<file path="src/rtl/sys_cfg_bank.sv">
module sys_cfg_bank #(
  parameter int NUM_PORTS = 8
) (
  input  logic                    clk,
  input  logic                    rst_n,
  input  logic                    bus_valid,
  input  logic                    bus_write,
  input  logic [9:0]              bus_addr,
  input  logic [31:0]             bus_wdata,
  output logic [31:0]             bus_rdata,
  output logic                    bus_err,
  input  logic                    parity_evt,
  input  logic [NUM_PORTS*16-1:0] port_pins,
  output logic [15:0]             irq_lines
);
  localparam logic [31:0] REMAP_MASK = 32'h0000_0107;
  localparam logic [31:0] CFG1_MASK  = 32'hFCFF_0100;
  localparam logic [31:0] CFG1_RST   = 32'h7C00_0001;
  localparam logic [7:0]  LAST_WORD  = 8'd10;
  localparam logic [4:0]  PORTS_LIM  = 5'(NUM_PORTS);

  logic [31:0] remap_q, cfg1_q, wp1_q, wp2_q;
  logic [7:0]  key_q;
  logic [3:0]  ecc_q;
  logic        pef_q;
  logic [15:0] sel_q [4];
  logic [63:0] sel_flat;

  wire [7:0] widx   = bus_addr[9:2];
  wire       mapped = (bus_addr[1:0] == 2'b00) && (widx <= LAST_WORD);
  wire       wr     = bus_valid && bus_write && mapped;
  wire       rd     = bus_valid && !bus_write;

  always_ff @(posedge clk or negedge rst_n) begin
    if (!rst_n) begin
      remap_q <= '0;
      cfg1_q  <= CFG1_RST;
      wp1_q   <= '0;
      wp2_q   <= '0;
      key_q   <= '0;
      ecc_q   <= '0;
      for (int i = 0; i < 4; i++) sel_q[i] <= '0;
    end else if (wr) begin
      case (widx)
        8'd0:  remap_q <= bus_wdata & REMAP_MASK;
        8'd1:  cfg1_q  <= (bus_wdata & CFG1_MASK) | {31'b0, cfg1_q[0] & bus_wdata[0]};
        8'd2:  sel_q[0] <= bus_wdata[15:0];
        8'd3:  sel_q[1] <= bus_wdata[15:0];
        8'd4:  sel_q[2] <= bus_wdata[15:0];
        8'd5:  sel_q[3] <= bus_wdata[15:0];
        8'd7:  ecc_q   <= ecc_q | bus_wdata[3:0];
        8'd8:  wp1_q   <= wp1_q | bus_wdata;
        8'd9:  key_q   <= bus_wdata[7:0];
        8'd10: wp2_q   <= wp2_q | bus_wdata;
        default: ;
      endcase
    end
  end

  wire pef_clr = wr && (widx == 8'd7) && bus_wdata[8];

  always_ff @(posedge clk or negedge rst_n) begin
    if (!rst_n)          pef_q <= 1'b0;
    else if (parity_evt) pef_q <= 1'b1;
    else if (pef_clr)    pef_q <= 1'b0;
  end

  logic [31:0] rd_word;
  always_comb begin
    rd_word = '0;
    if (mapped) begin
      case (widx)
        8'd0:  rd_word = remap_q;
        8'd1:  rd_word = cfg1_q;
        8'd2:  rd_word = {16'b0, sel_q[0]};
        8'd3:  rd_word = {16'b0, sel_q[1]};
        8'd4:  rd_word = {16'b0, sel_q[2]};
        8'd5:  rd_word = {16'b0, sel_q[3]};
        8'd7:  rd_word = {23'b0, pef_q, 4'b0, ecc_q};
        8'd8:  rd_word = wp1_q;
        8'd9:  rd_word = {24'b0, key_q};
        8'd10: rd_word = wp2_q;
        default: rd_word = '0;
      endcase
    end
  end

  always_ff @(posedge clk or negedge rst_n) begin
    if (!rst_n) begin
      bus_rdata <= '0;
      bus_err   <= 1'b0;
    end else begin
      bus_err <= bus_valid && !mapped;
      if (rd) bus_rdata <= rd_word;
    end
  end

  wire [255:0] pins_ext = 256'(port_pins);
  assign sel_flat = {sel_q[3], sel_q[2], sel_q[1], sel_q[0]};

  for (genvar p = 0; p < 16; p++) begin : g_line
    wire [3:0] fld = sel_flat[p*4 +: 4];
    assign irq_lines[p] = ({1'b0, fld} < PORTS_LIM) ? pins_ext[{fld, 4'(p)}] : 1'b0;
  end
endmodule


</file>
<file path="config.mk">
export PLATFORM = sky130hd
export DESIGN_NAME = sys_cfg_bank
export DESIGN_NICKNAME = d
export VERILOG_FILES = /design/src/rtl/sys_cfg_bank.sv
export SDC_FILE = /design/constraint.sdc
export NUM_CORES = 1
export LEC_CHECK = 0
export BUFFER_PORTS_ARGS = -buffer_cell sky130_fd_sc_hd__buf_2
export CORE_MARGIN = 1.5
export CORE_UTILIZATION = 50
export CTS_BUF_LIST = sky130_fd_sc_hd__clkbuf_4
export DETAILED_ROUTE_END_ITERATION = 10
export PLACE_DENSITY = 0.78
export SETUP_SLACK_MARGIN = 0.15
export SLEW_MARGIN = 40
export SYNTH_ARGS = -nofsm -noshare
export SYNTH_HDL_FRONTEND = slang
export SYNTH_SLANG_ARGS = --single-unit
</file>
<file path="constraint.sdc">
create_clock -name clk -period 1.21 [get_ports clk]
set_input_delay 0.0605 -clock clk [delete_from_list [all_inputs] [get_ports clk]]
set_output_delay 0.0605 -clock clk [all_outputs]
set_load 0.01 [all_outputs]
</file>
; ---- Yosys cells after proc, flatten, opt, wreduce, memory -nomap -nowiden
; Cells that the tools add are included.
[totals]
reg_bits = 210
output_inout_bits = 49
[op_classes]
magnitude_cmp = 33
n_eq_ne = 9
n_mux = 52
n_bitwise = 5
reduce_logical = 22
[ops]
columns = operator, count
row1 = case mux 32 bit (10 select lines), 1
row2 = < comparator 8 x 9 -> 1 bit (second input constant), 16
row3 = binary-select mux 1 bit (select 4 bit), 16
row4 = < comparator 4 bit (second input constant), 16
row5 = OR 32 bit, 2
row6 = two-way mux 1 bit, 34
row7 = two-way mux 32 bit, 1
row8 = OR 32 x 1 -> 32 bit, 1
row9 = equality test 8 x 3 -> 1 bit (second input constant), 3
row10 = equality test 8 x 4 -> 1 bit (second input constant), 3
row11 = AND reduction 2 bit, 10
row12 = equality test 8 x 2 -> 1 bit (second input constant), 2
row13 = equality test 8 x 1 -> 1 bit (second input constant), 1
row14 = <= comparator 8 x 4 -> 1 bit (second input constant), 1
row15 = zero test 8 bit, 1
row16 = logical AND 1 bit, 7
row17 = OR 4 bit, 1
row18 = zero test 1 bit, 2
row19 = zero test 2 bit, 1
row20 = nonzero test 2 bit, 1
row21 = bitwise AND 1 bit, 1

; ---- Logic depth before layout (Yosys ltp)
; Gate-level depths: netlist (run 1).
[logic_depth]
word_depth = 7
depth_mapped = 8

; ---- Worst setup path before layout (run 1)
; OpenSTA, ideal clock, no wires.
[synth_path]
kind = input port to flip-flop
startpoint = input port bus_addr[7]
endpoint = register sel_q (netlist bit g_line[1].fld[1])
setup_ns = 0.125
arrival_time_ns = 2.082
t_required_ns = 1.085
slack_ns = -0.997
path_stages = 7
path_buffers = 2
path_cell_list = or4_1 buf_2 nor3_4 nand3_4 nor4_4 buf_6 mux2_2
[synth_via]
elab_chain_len = 4
[synth_lines]
columns = item, line
row1 = from (decl), 8  ; input logic [9:0] bus_addr,
row2 = <= comparator 8 x 4 -> 1 bit, 30  ; wire mapped = (bus_addr[1:0] == 2'b00) && (widx <= LAST_WORD);
row3 = logical AND 1 bit, 30
row4 = logical AND 1 bit, 31  ; wire wr = bus_valid && bus_write && mapped;
row5 = AND reduction 2 bit (no line) *, n/a
row6 = to (decl), 26  ; logic [15:0] sel_q [4];
; Mark *: on every way between the ends. The rest lies on a longest branch, timed or not.
; A chain may end at the register's enable or synchronous reset.

; ---- Worst setup path in the final report (run 1)
[layout_path]
startpoint = register sel_q (netlist bit g_line[13].fld[0])
endpoint = output port irq_lines[13]
[layout_via]
elab_chain_len = 3
[layout_lines]
columns = item, line
row1 = binary-select mux 1 bit (select 4 bit), 103  ; assign irq_lines[p] = ({1'b0, fld} < PORTS_LIM) ? pins_ext[{fld, 4'(p)}] : 1'b0;
row2 = two-way mux 1 bit (implied by the code), 103
row3 = two-way mux 1 bit *, 103
row4 = to (decl), 14  ; output logic [15:0] irq_lines
; Mark *: on every way between the ends. The rest lies on a longest branch, timed or not. The select of a mux whose other input is x is not followed.

==> metrics.md, run 1 <==
| Metric | Value |
|---|---|
| Post-synthesis cell count | 729 |
| Yosys top cell area share | 0.501 |
| Outcome | complete, but fails checks |
| Root Driver | clkbuf_4 |
| Top cells by area, synth | dfrtp_1, mux2_2, mux4_2 |
| Worst-Skew Late Latency | 0.65 ns |
| Static leakage | 0.00731 µW |
| Worst IR drop on VDD | 0.575 mV |
| Vias in the first global route | 9360 |
| Clock slew seen by the registers of the worst setup and hold paths | 0.20 ns |
| Detailed Place HPWL | 19900 µm |
| First drt pass iteration count | 5 |
| Worst-path fanout max | 3 |
| Mapped cell area | 9390 µm² |
| Die area | 19600 µm² |
| Fin Hold WS | -0.130 ns |
| Endpoint class of the critical path | output pin |
| Setup TNS | -78.64 ns |
| Cell count after placement | 1244 |
| Register bit total from synthesis | 194 |
| Max-cap check violation count | 0 |
| Most numerous cell in the Yosys netlist | dfrtp_1 |
| Final setup vio count | 241 |
| Sequential area share after synthesis | 0.518 |
| CP Depth | 4 |
| Critical Path, Cell by Cell | mux4_2, mux2i_1, nor2_1, buf_2 |
| Failing checks | negative hold slack, negative setup slack |
| Num CTS Buffers | 17 |
| Drt first-iter violations | 1129 |
| Cell variety after synth | 54 |
| CTS tree | done |
| CP max-delay cell | mux4_2 |
| Post-route insts no fill | 1402 |
| Maximum operating frequency | 483 MHz |
| Worst slew pin tran | 0.579 ns |
| Max incr delay on CP | 0.52 ns |
| Worst R2R Path Depth | 5 |
| Total GRT Usage | 0.347 |
| Drt drc | 0 |
| WP buf/inv | 1 |
| Asr flop ratio synth | 1.00 |
| Post-Route WL | 37600 µm |
| Dominant cell type by area after synthesis | dfrtp_1 |
| DRT antenna net count | 0 |
| Initial antenna violation count | 3 |
| Clock Skew | 0.0319 ns |
| Crit path DAT | 2.01 ns |
| Pin count of the biggest net entering global routing | 49 |
| CTS sink cnt | 194 |
| CTS H-Tree Depth | 4 |
| RSZ-0062 raised after global routing | yes |
| GRT overflow | 0 |
| Final Hold Fails | 31 |
| First-pass GRT wire length | 51800 µm |
| I/O pins | 224 |
| GPL Wtd Cong | 0.893 |
| Setup crit start kind | flop |
| Via count | 9209 |
| Final worst slack | -0.859 ns |
| Final Max Slew Viols | 0 |
| Critical path class | reg2out |
| Mapped Avg Cell Area | 12.9 µm² |
| Share of layout cells above drive strength 1 | 0.585 |
| Hold-fix buffers, CTS | 35 |
| Core box area | 18200 µm² |
| Initial Util | 0.515 |
| Ys Warns | 0 |
| Min Tclk post-route | 2.07 ns |
| Top post-synthesis cells by count | dfrtp_1, mux2_2, a21o_1 |
| Post-synth EDFFs | 0 |
| I/O Buffers | 223 |
| Top FF cell, synth | dfrtp_1 |
| Worst Hold Class | in2async |
| Wire per inst | 26.8 µm |
| P&R area growth vs syn | 51.5% |
| Die Span X | 140 µm |
| Synthesized Nets | 904 |
| Num rows | 49 |
| Power Density | 801 nW/µm² |
| Slew headroom | 0.614 |
| CP top delay family | multiplexers |
| Worst EP required | 1.15 ns |
| Via density per instance | 6.57 |
| Nets | 1331 |
| Final worst-path cycle share | 1.71 |
| CTS max path bufs | 2 |
| Die height | 140 µm |
==> area by class of cell <==
class / count / area, µm²
sequential: 194 / 4880
fill: 970 / 3990
tap: 229 / 287
clock inverter: 15 / 146
clock buffer: 17 / 128
antenna: 4 / 10.0
multi-input combinational: 490 / 5090
timing repair buffer: 453 / 3680
==> registers in the layout, summed over array words and instances (netlist names) <==
register / flops
bus_err: 1
bus_rdata: 32
cfg1_q: 16
ecc_q: 4
g_line.fld: 64
key_q: 8
pef_q: 1
remap_q: 4
wp1_q: 32
wp2_q: 32
==> worst reg2reg max path: stages (launching register included) <==
cell and delay [ns]:
dfrtp_1 0.43, mux2i_1 0.18, nor2_1 0.09, a21oi_1 0.29, nor3_4 0.08, a221o_1 0.28
==> timing repair <==
| action | CTS | global route |
|---|---|---|
| pin swaps | 75 | 52 |
| hold endpoints to repair | 356 | 31 |
| gates cloned | 10 | 1 |
| buffers inserted | 46 | 30 |
| endpoints found under the setup margin | 242 | 243 |
| gates resized for setup | 195 | 61 |
==> per-layer routing <==
| metal | vias to the layer above | routed length (µm) | global-route usage |
|---|---|---|---|
| met2 | 794 | 17400 | 0.574 |
| met3 | 260 | 3820 | 0.0800 |
| met1 | 4523 | 13500 | 0.427 |
| li1 | 3632 | - | - |
| met5 | - | 0 | 0 |
| met4 | 0 | 2830 | 0.183 |
==> worst paths after layout <==
kind                                    from          endpoint  slack [ns]
min in group clk                 bus_addr[2]      bus_rdata[8]        0.08
setup reg to reg                    wp1_q[1]      bus_rdata[1]       -0.25
hold reg to reg                    wp2_q[17]         wp2_q[17]        0.48
max in group asynchronous              rst_n  g_line[1].fld[0]        0.70
setup / recovery           g_line[13].fld[0]     irq_lines[13]       -0.86
hold / removal                         rst_n         wp1_q[20]       -0.13
==> cell usage in the layout (no fill, tap or decap), drive strengths merged, types with 2 or more instances in the layout <==
master	n
and2	2
buf	415
dlygate4sd3	35
nor3	15
nand2	41
inv	8
clkinvlp	2
mux2	109
nand4	3
a22oi	17
a21o	70
a32oi	14
clkbuf	20
diode	4
o2bb2ai	6
and3	3
mux4	32
nor4	7
and4	2
o21ai	31
dfrtp	188
o22ai	2
a31oi	2
nor2b	5
nor2	35
nand3	6
nand3b	5
a22o	4
dfstp	6
a221o	3
clkinv	4
nor3b	2
a21oi	7
nand2b	6
or2	3
mux2i	38
a311oi	8
==> stage by stage <==
step | worst slack [ns] | hold slack, ns | power [µW] | utilization | cell area, µm²
6_report | -0.859 | -0.130 | 11400 | 0.781 | 14200
5_1_grt | -0.913 | -0.104 | 11700 | 0.781 | 14200
4_1_cts | -0.803 | -0.0716 | 11100 | 0.751 | 13700
3_5_place_dp | -0.939 | 0.0143 | 7660 | 0.645 | 11700
3_3_place_gp | -0.829 | 0.00962 | 7630 | 0.645 | 11700
2_1_floorplan | -0.899 | -0.235 | 6940 | - | 9630
==> cell families (layout without fill, tap and decap cells) <==
family	Yosys count	count (layout)	synth area share
other	0	4	0
AOI/OAI and AO/OA	173	173	0.134
buffers and inverters	45	485	0.0209
muxes	179	179	0.248
and+or+nand+nor	138	138	0.0792
DFF	194	194	0.518
==> power breakdown <==
part	switching [µW]	leakage, µW	internal (µW)	total (µW)
sequential	3.68	0.00266	6490	6500
clock	2540	0.000149	1090	3630
combinational	687	0.00450	577	1260
Note: power is estimated with default switching activity, not from simulation.
==> inputs of run 2 (changes only) <==
--- a/config.mk
+++ b/config.mk
@@ -5,7 +5,7 @@
 export SDC_FILE = /design/constraint.sdc
 export NUM_CORES = 1
 export LEC_CHECK = 0
-export BUFFER_PORTS_ARGS = -buffer_cell sky130_fd_sc_hd__buf_2
+export BUFFER_PORTS_ARGS = -buffer_cell sky130_fd_sc_hd__clkbuf_2
 export CORE_MARGIN = 1.5
 export CORE_UTILIZATION = 50
 export CTS_BUF_LIST = sky130_fd_sc_hd__clkbuf_4
==> metrics.md, run 2 (synthesis results as in run 1) <==
| Metric | Value |
|---|---|
| Min Tclk post-route | 2.03 ns (-0.0390 ns) |
| Drt first-iter violations | 1050 (-7.0%) |
| Fillers | 977 (+0.72%) |
| DRT antenna net count | 0 (unchanged) |
| CTS H-Tree Depth | 4 (unchanged) |
| Final worst-path cycle share | 1.68 (-0.0322) |
| Max-cap check violation count | 0 (unchanged) |
| Num rows | 49 (unchanged) |
| CTS sink cnt | 194 (unchanged) |
| Num CTS Buffers | 17 (unchanged) |
| Pwr Total | 11300 µW (-0.80%) |
| Setup TNS | -85.84 ns (-7.19 ns) |
| Switching power | 3100 µW (-4.1%) |
| Drt drc | 0 (unchanged) |
| Die area | 19600 µm² (unchanged) |
| Clock Skew | 0.0149 ns (-0.0171 ns) |
| Detailed Place HPWL | 19300 µm (-3.3%) |
| Post-route insts no fill | 1398 (-0.29%) |
| I/O Buffers | 223 (unchanged) |
| Initial Util | 0.515 (unchanged) |
| GPL Wtd Cong | 0.906 (+1.5%) |
| Cell count after placement | 1245 (+0.080%) |
| Sequential power share | 0.575 (+0.004) |
| Switching Fraction | 0.274 (-0.00950) |
| Post-Route WL | 35800 µm (-4.7%) |
| Pin count of the biggest net entering global routing | 59 (+20%) |
| Die height | 140 µm (unchanged) |
| Combinational power share | 0.113 (+0.002) |
| Slew headroom | 0.620 (+0.00641) |
| Maximum operating frequency | 493 MHz (+1.9%) |
| Clock share of power | 0.312 (-0.007) |
| Static leakage | 0.00727 µW (-0.56%) |
| Critical path class | reg2out |
| Initial antenna violation count | 2 (-1) |
| Worst-Skew Late Latency | 0.61 ns (-0.04 ns) |
| Post-Place Setup Slack | -1.00 ns (-0.0630 ns) |
| Max reg flops | 64 (unchanged) |
| Final worst slack | -0.820 ns (+0.0390 ns) |
| Final setup vio count | 234 (-2.9%) |
| CTS max path bufs | 2 (unchanged) |
| Power Density | 800 nW/µm² (-0.14%) |
| Die Span X | 140 µm (unchanged) |
| Critical R2R Capture | bus_rdata[8] |
| Share of layout cells above drive strength 1 | 0.586 (+0.00100) |
| Outcome | complete, but fails checks |
| Setup crit start kind | flop |
| Via density per instance | 6.46 (-1.7%) |
| Final Hold Fails | 27 (-13%) |
| I/O pins | 224 (unchanged) |
| Endpoint class of the critical path | output pin |
| Worst R2R Path Depth | 7 (+2) |
| Register-to-register setup slack | -0.55 ns (-0.30 ns) |
| Commonest non-fill, non-tap cell in the layout | clkbuf_2 |
| RSZ-0062 raised after global routing | yes |
| Vias in the first global route | 9005 (-3.8%) |
| Worst EP required | 1.15 ns (about the same) |
| First-pass GRT wire length | 49300 µm (-4.8%) |
| P&R area growth vs syn | 50.5% |
| Final Max Slew Viols | 0 (unchanged) |
| GRT overflow | 0 (unchanged) |
| Failing checks | negative hold slack, negative setup slack |
| Hold-fix buffers, CTS | 35 (unchanged) |
| Wire per inst | 25.6 µm (-4.4%) |
| Via count | 9029 (-2.0%) |
| First drt pass iteration count | 5 (unchanged) |
| Most frequent cells in the layout | clkbuf_2, dfrtp_1, buf_4, mux2_4, a21o_1 |
| Nets | 1329 (-0.15%) |
| Fin Hold WS | -0.128 ns (+0.00158 ns) |
| Worst Hold Class | in2async |
| Root Driver | clkbuf_4 |
| Worst slew pin tran | 0.569 ns (-0.00961 ns) |
| CTS tree | done |
| Total GRT Usage | 0.329 (-0.0178) |
| Pint | 8200 µW (+0.51%) |
| Clock slew seen by the registers of the worst setup and hold paths | 0.17 ns (-0.03 ns) |
| Worst-path fanout max | 3 (unchanged) |
| Core box area | 18200 µm² (unchanged) |
| R2r startpoint | g_line[10].fld[0] |
| Crit path DAT | 1.97 ns (-0.04 ns) |
| Worst IR drop on VDD | 0.734 mV (+28%) |
run 2: how the worst max path moves through the flow:
stage / startpoint / to / cells past startpoint
floorplan: bus_addr[7] / g_line[1].fld[1] / 7
global placement: bus_addr[7] / g_line[8].fld[0] / 7
detailed placement: bus_addr[7] / g_line[10].fld[0] / 7
CTS: g_line[10].fld[0] / irq_lines[10] / 5
global route: g_line[15].fld[0] / irq_lines[15] / 5
finish: g_line[10].fld[0] / irq_lines[10] / 5
run 2: cell type report:
type | count | area, µm² | area share
Antenna cell | 2 | 5.00 | 0.000354
Clock buffer | 19 | 143 | 0.0101
Clock inverter | 13 | 128 | 0.00904
Multi-Input combinational cell | 490 | 5080 | 0.360
Sequential cell | 194 | 4880 | 0.345
Tap cell | 229 | 287 | 0.0203
Timing Repair Buffer | 451 | 3600 | 0.255
run 2: worst max-delay path: stages (launching register included):
cell and delay (ns):
dfrtp_1 0.39, buf_6 0.12, mux4_2 0.48, mux2i_1 0.17
nor2_1 0.06, clkbuf_2 0.13
run 2: power by group through the flow:
stage / registers, µW / clock network (µW) / logic (µW)
after CTS: 6490 / 3410 / 1200
after detailed placement: 6610 / 0 / 1060
after global routing: 6500 / 3720 / 1340
after global placement: 6610 / 0 / 1040
after floorplan: 6620 / 0 / 321
final: 6500 / 3530 / 1270
run 2: routing by layer:
layer	GRT usage	share of wire	vias up
met5	0	0	-
met4	0.156	0.062	0
met3	0.0797	0.10	208
met2	0.553	0.47	719
met1	0.402	0.37	4475
li1	-	-	3627
run 2: stage by stage:
| step | utilization | area, µm² |
|---|---|---|
| floorplan | - | 9630 |
| global placement | 0.646 | 11800 |
| detailed placement | 0.646 | 11800 |
| CTS | 0.744 | 13500 |
| global route | 0.776 | 14100 |
| finish | 0.776 | 14100 |
run 2: what timing repair did:
action	4_1_cts	5_1_grt
gates cloned	9	1
hold endpoints to repair	356	27
pin swaps	71	67
resized for setup	168	94
endpoints found under the setup margin	242	243
buffers inserted	50	24
==> inputs of run 3 (changes only) <==
--- a/config.mk
+++ b/config.mk
@@ -5,6 +5,7 @@
 export SDC_FILE = /design/constraint.sdc
 export NUM_CORES = 1
 export LEC_CHECK = 0
+export ABC_AREA = 1
 export BUFFER_PORTS_ARGS = -buffer_cell sky130_fd_sc_hd__clkbuf_2
 export CORE_MARGIN = 1.5
 export CORE_UTILIZATION = 50
==> metrics.md, run 3 <==
| Metric | Value |
|---|---|
| Worst IR drop on VDD | 0.532 mV (-27%) |
| Vias in the first global route | 9939 (+10%) |
| Clock slew seen by the registers of the worst setup and hold paths | 0.14 ns (-0.03 ns) |
| Clock Skew | 0.0179 ns (+0.00300 ns) |
| GPL Wtd Cong | 0.888 (-2.0%) |
| Setup crit start kind | flop |
| CTS max path bufs | 2 (unchanged) |
| Switching Fraction | 0.251 (-0.0232) |
| Initial Util | 0.507 (-0.00892) |
| Combinational power share | 0.099 (-0.014) |
| Num rows | 50 (+2.0%) |
| Mapped cell area | 9440 µm² (+0.61%) |
| Detailed Place HPWL | 20100 µm (+4.2%) |
| Switching power | 2700 µW (-13%) |
| Via count | 9931 (+10%) |
| Min Tclk post-route | 1.90 ns (-0.130 ns) |
| CTS H-Tree Depth | 4 (unchanged) |
| Fin Hold WS | -0.0566 ns (+0.0715 ns) |
| Maximum operating frequency | 526 MHz (+6.9%) |
| Most frequent cells in the layout | nand2_1, clkbuf_2, dfrtp_1, o21ai_1, nor2_1 |
| Cell variety after synth | 28 (-48%) |
| Top post-synthesis cells by count | nand2_1, dfrtp_1, nor2_1 |
| Max-cap check violation count | 0 (unchanged) |
| Slew headroom | 0.697 (+0.0761) |
| Ys Warns | 0 (unchanged) |
| Post-route insts no fill | 1848 (+32%) |
| Synthesized Nets | 1382 (+53%) |
| Wire per inst | 15.8 µm (-38%) |
| Num CTS Buffers | 17 (unchanged) |
| Root Driver | clkbuf_4 |
| Final setup vio count | 29 (-88%) |
| Fillers | 1397 (+43%) |
| RSZ-0062 raised after global routing | yes |
| Asr flop ratio synth | 1.00 (unchanged) |
| Post-synth EDFFs | 0 (unchanged) |
| Max reg flops | 64 (unchanged) |
| Share of layout cells above drive strength 1 | 0.346 (-0.241) |
| Nets | 1774 (+33%) |
| Critical path class | reg2out |
| Die area | 19700 µm² (+0.60%) |
| DRT antenna net count | 0 (unchanged) |
| I/O Buffers | 223 (unchanged) |
| First drt pass iteration count | 7 (+2) |
| Worst-path fanout max | 5 (+2) |
| Worst slew pin tran | 0.455 ns (-0.115 ns) |
| Commonest non-fill, non-tap cell in the layout | nand2_1 |
| Initial antenna violation count | 2 (unchanged) |
| Crit path DAT | 1.84 ns (-0.13 ns) |
| Pint | 8050 µW (-1.9%) |
| Cell Area, Placed | 11700 µm² (-0.20%) |
| Clock share of power | 0.297 (-0.015) |
| Sequential power share | 0.604 (+0.029) |
| Dominant cell type by area after synthesis | dfrtp_1 |
| Endpoint class of the critical path | output pin |
| Final Max Slew Viols | 0 (unchanged) |
| Worst Hold Class | in2async |
| Area occupied by multi-input gates | 4360 µm² (-14%) |
| Top cells by area, synth | dfrtp_1, nand2_1, nor2_1 |
| Register bit total from synthesis | 194 (unchanged) |
| Worst-Skew Late Latency | 0.60 ns (about the same) |
| Top FF cell, synth | dfrtp_1 |
| Worst R2R Path Depth | 9 (+2) |
| Die height | 140 µm (+0.30%) |
| Cell count after placement | 1718 (+38%) |
| Sequential area share after synthesis | 0.515 (-0.00316) |
| Total GRT Usage | 0.302 (-0.0273) |
| Core box area | 18600 µm² (+2.4%) |
| Final Hold Fails | 36 (+33%) |
| Power Density | 810 nW/µm² (+1.3%) |
| I/O pins | 224 (unchanged) |
| Most numerous cell in the Yosys netlist | nand2_1 |
| GRT overflow | 0 (unchanged) |
| Post-synthesis cell count | 1207 (+66%) |
| Via density per instance | 5.37 (-17%) |
| Hold-fix buffers, CTS | 36 (+2.9%) |
| Die Span X | 140 µm (+0.30%) |
| Drt drc | 0 (unchanged) |
| Yosys top cell area share | 0.498 (-0.00306) |
| Post-Route WL | 29300 µm (-18%) |
| Final worst slack | -0.689 ns (+0.130 ns) |
| Static leakage | 0.00680 µW (-6.4%) |
| Register area | 4880 µm² (+0.15%) |
| Failing checks | negative hold slack, negative setup slack |
| CTS sink cnt | 194 (unchanged) |
| P&R area growth vs syn | 40.4% |
| Drt first-iter violations | 636 (-39%) |
| Outcome | complete, but fails checks |
| Mapped Avg Cell Area | 7.82 µm² (-39%) |
| First-pass GRT wire length | 47400 µm (-3.8%) |
| CTS tree | done |
| Worst EP required | 1.15 ns (about the same) |
| Post-route cell area | 13300 µm² (-6.1%) |
| Final worst-path cycle share | 1.57 (-0.108) |
| Pwr Total | 10700 µW (-4.9%) |
| Pin count of the biggest net entering global routing | 46 (-22%) |
==> run 3: cell types whose count changed after synthesis, sizes merged, moves of 12 or more <==
cell    change
mux2i      -38
inv       +121
nor2      +122
nand2     +247
o21bai     +46
o32ai      +12
mux2      -109
a22oi      -17
o211ai     +12
nand3      +82
a21o       -70
mux4       -32
o21ai     +167
a32oi      -14
==> run 3: cells by family (layout without fill, tap and decap cells) <==
logic type	Yosys count	after routing	share of synthesized area
buf+inv	168	573	0.0701
flops	194	194	0.515
compound gates	294	294	0.178
other cells	0	2	0
simple gates	551	551	0.237
==> run 3: metal layers <==
layer  wire, µm  global-route usage  part of all wire
met2      15100               0.527              0.51
met4       1150               0.158             0.039
met3       1530              0.0410             0.052
met1      11500               0.365              0.39
met5          0                   0                 0
==> run 3: final timing paths <==
kind	start	to	slack [ns]
max in group asynchronous	rst_n	cfg1_q[29]	0.67
setup reg to reg	g_line[6].fld[0]	bus_rdata[8]	-0.17
setup / recovery	g_line[6].fld[0]	irq_lines[6]	-0.69
hold reg to reg	cfg1_q[0]	cfg1_q[0]	0.47
min in group clk	bus_addr[1]	key_q[2]	0.05
hold / removal	rst_n	bus_rdata[23]	-0.06
==> run 3: power by group through the flow <==
stage	Combinational (µW)	Clock [µW]	Sequential, µW
2_1_floorplan	293	0	6610
3_3_place_gp	914	0	6610
3_5_place_dp	924	0	6610
4_1_cts	1040	3210	6490
5_1_grt	1160	3500	6490
6_report	1060	3190	6490
==> run 3: worst max-delay path: stages (launching register included) <==
cell     delay (ns)
dfrtp_2        0.49
inv_2          0.09
nor2_2         0.04
o32ai_2        0.25
nand2_1        0.09
a21oi_2        0.14
buf_2          0.14
==> run 3: layout make-up <==
type                            count  share of cell area
Antenna cell                        2            0.000378
Clock buffer                       21              0.0119
Clock inverter                     11             0.00680
Inverter                          122              0.0351
Multi-Input combinational cell    845               0.329
Sequential cell                   194               0.368
Tap cell                          234              0.0221
Timing Repair Buffer              419               0.227
==> run 3: stage by stage <==
stage          utilization  TNS, ns  setup slack, ns
2_1_floorplan            -        0          0.00958
3_3_place_gp         0.630   -29.12           -0.211
3_5_place_dp         0.630   -34.62           -0.254
4_1_cts              0.689   -10.89           -0.708
5_1_grt              0.711   -13.53           -0.784
6_report             0.711   -10.58           -0.689
==> run 3: timing repair <==
| item | 4_1_cts | 5_1_grt |
|---|---|---|
| setup buffers | 37 | 23 |
| gates resized for setup | 85 | 96 |
| pin swaps | 39 | 53 |
| hold endpoints to repair | 385 | 36 |
| setup endpoints to repair | 60 | 122 |
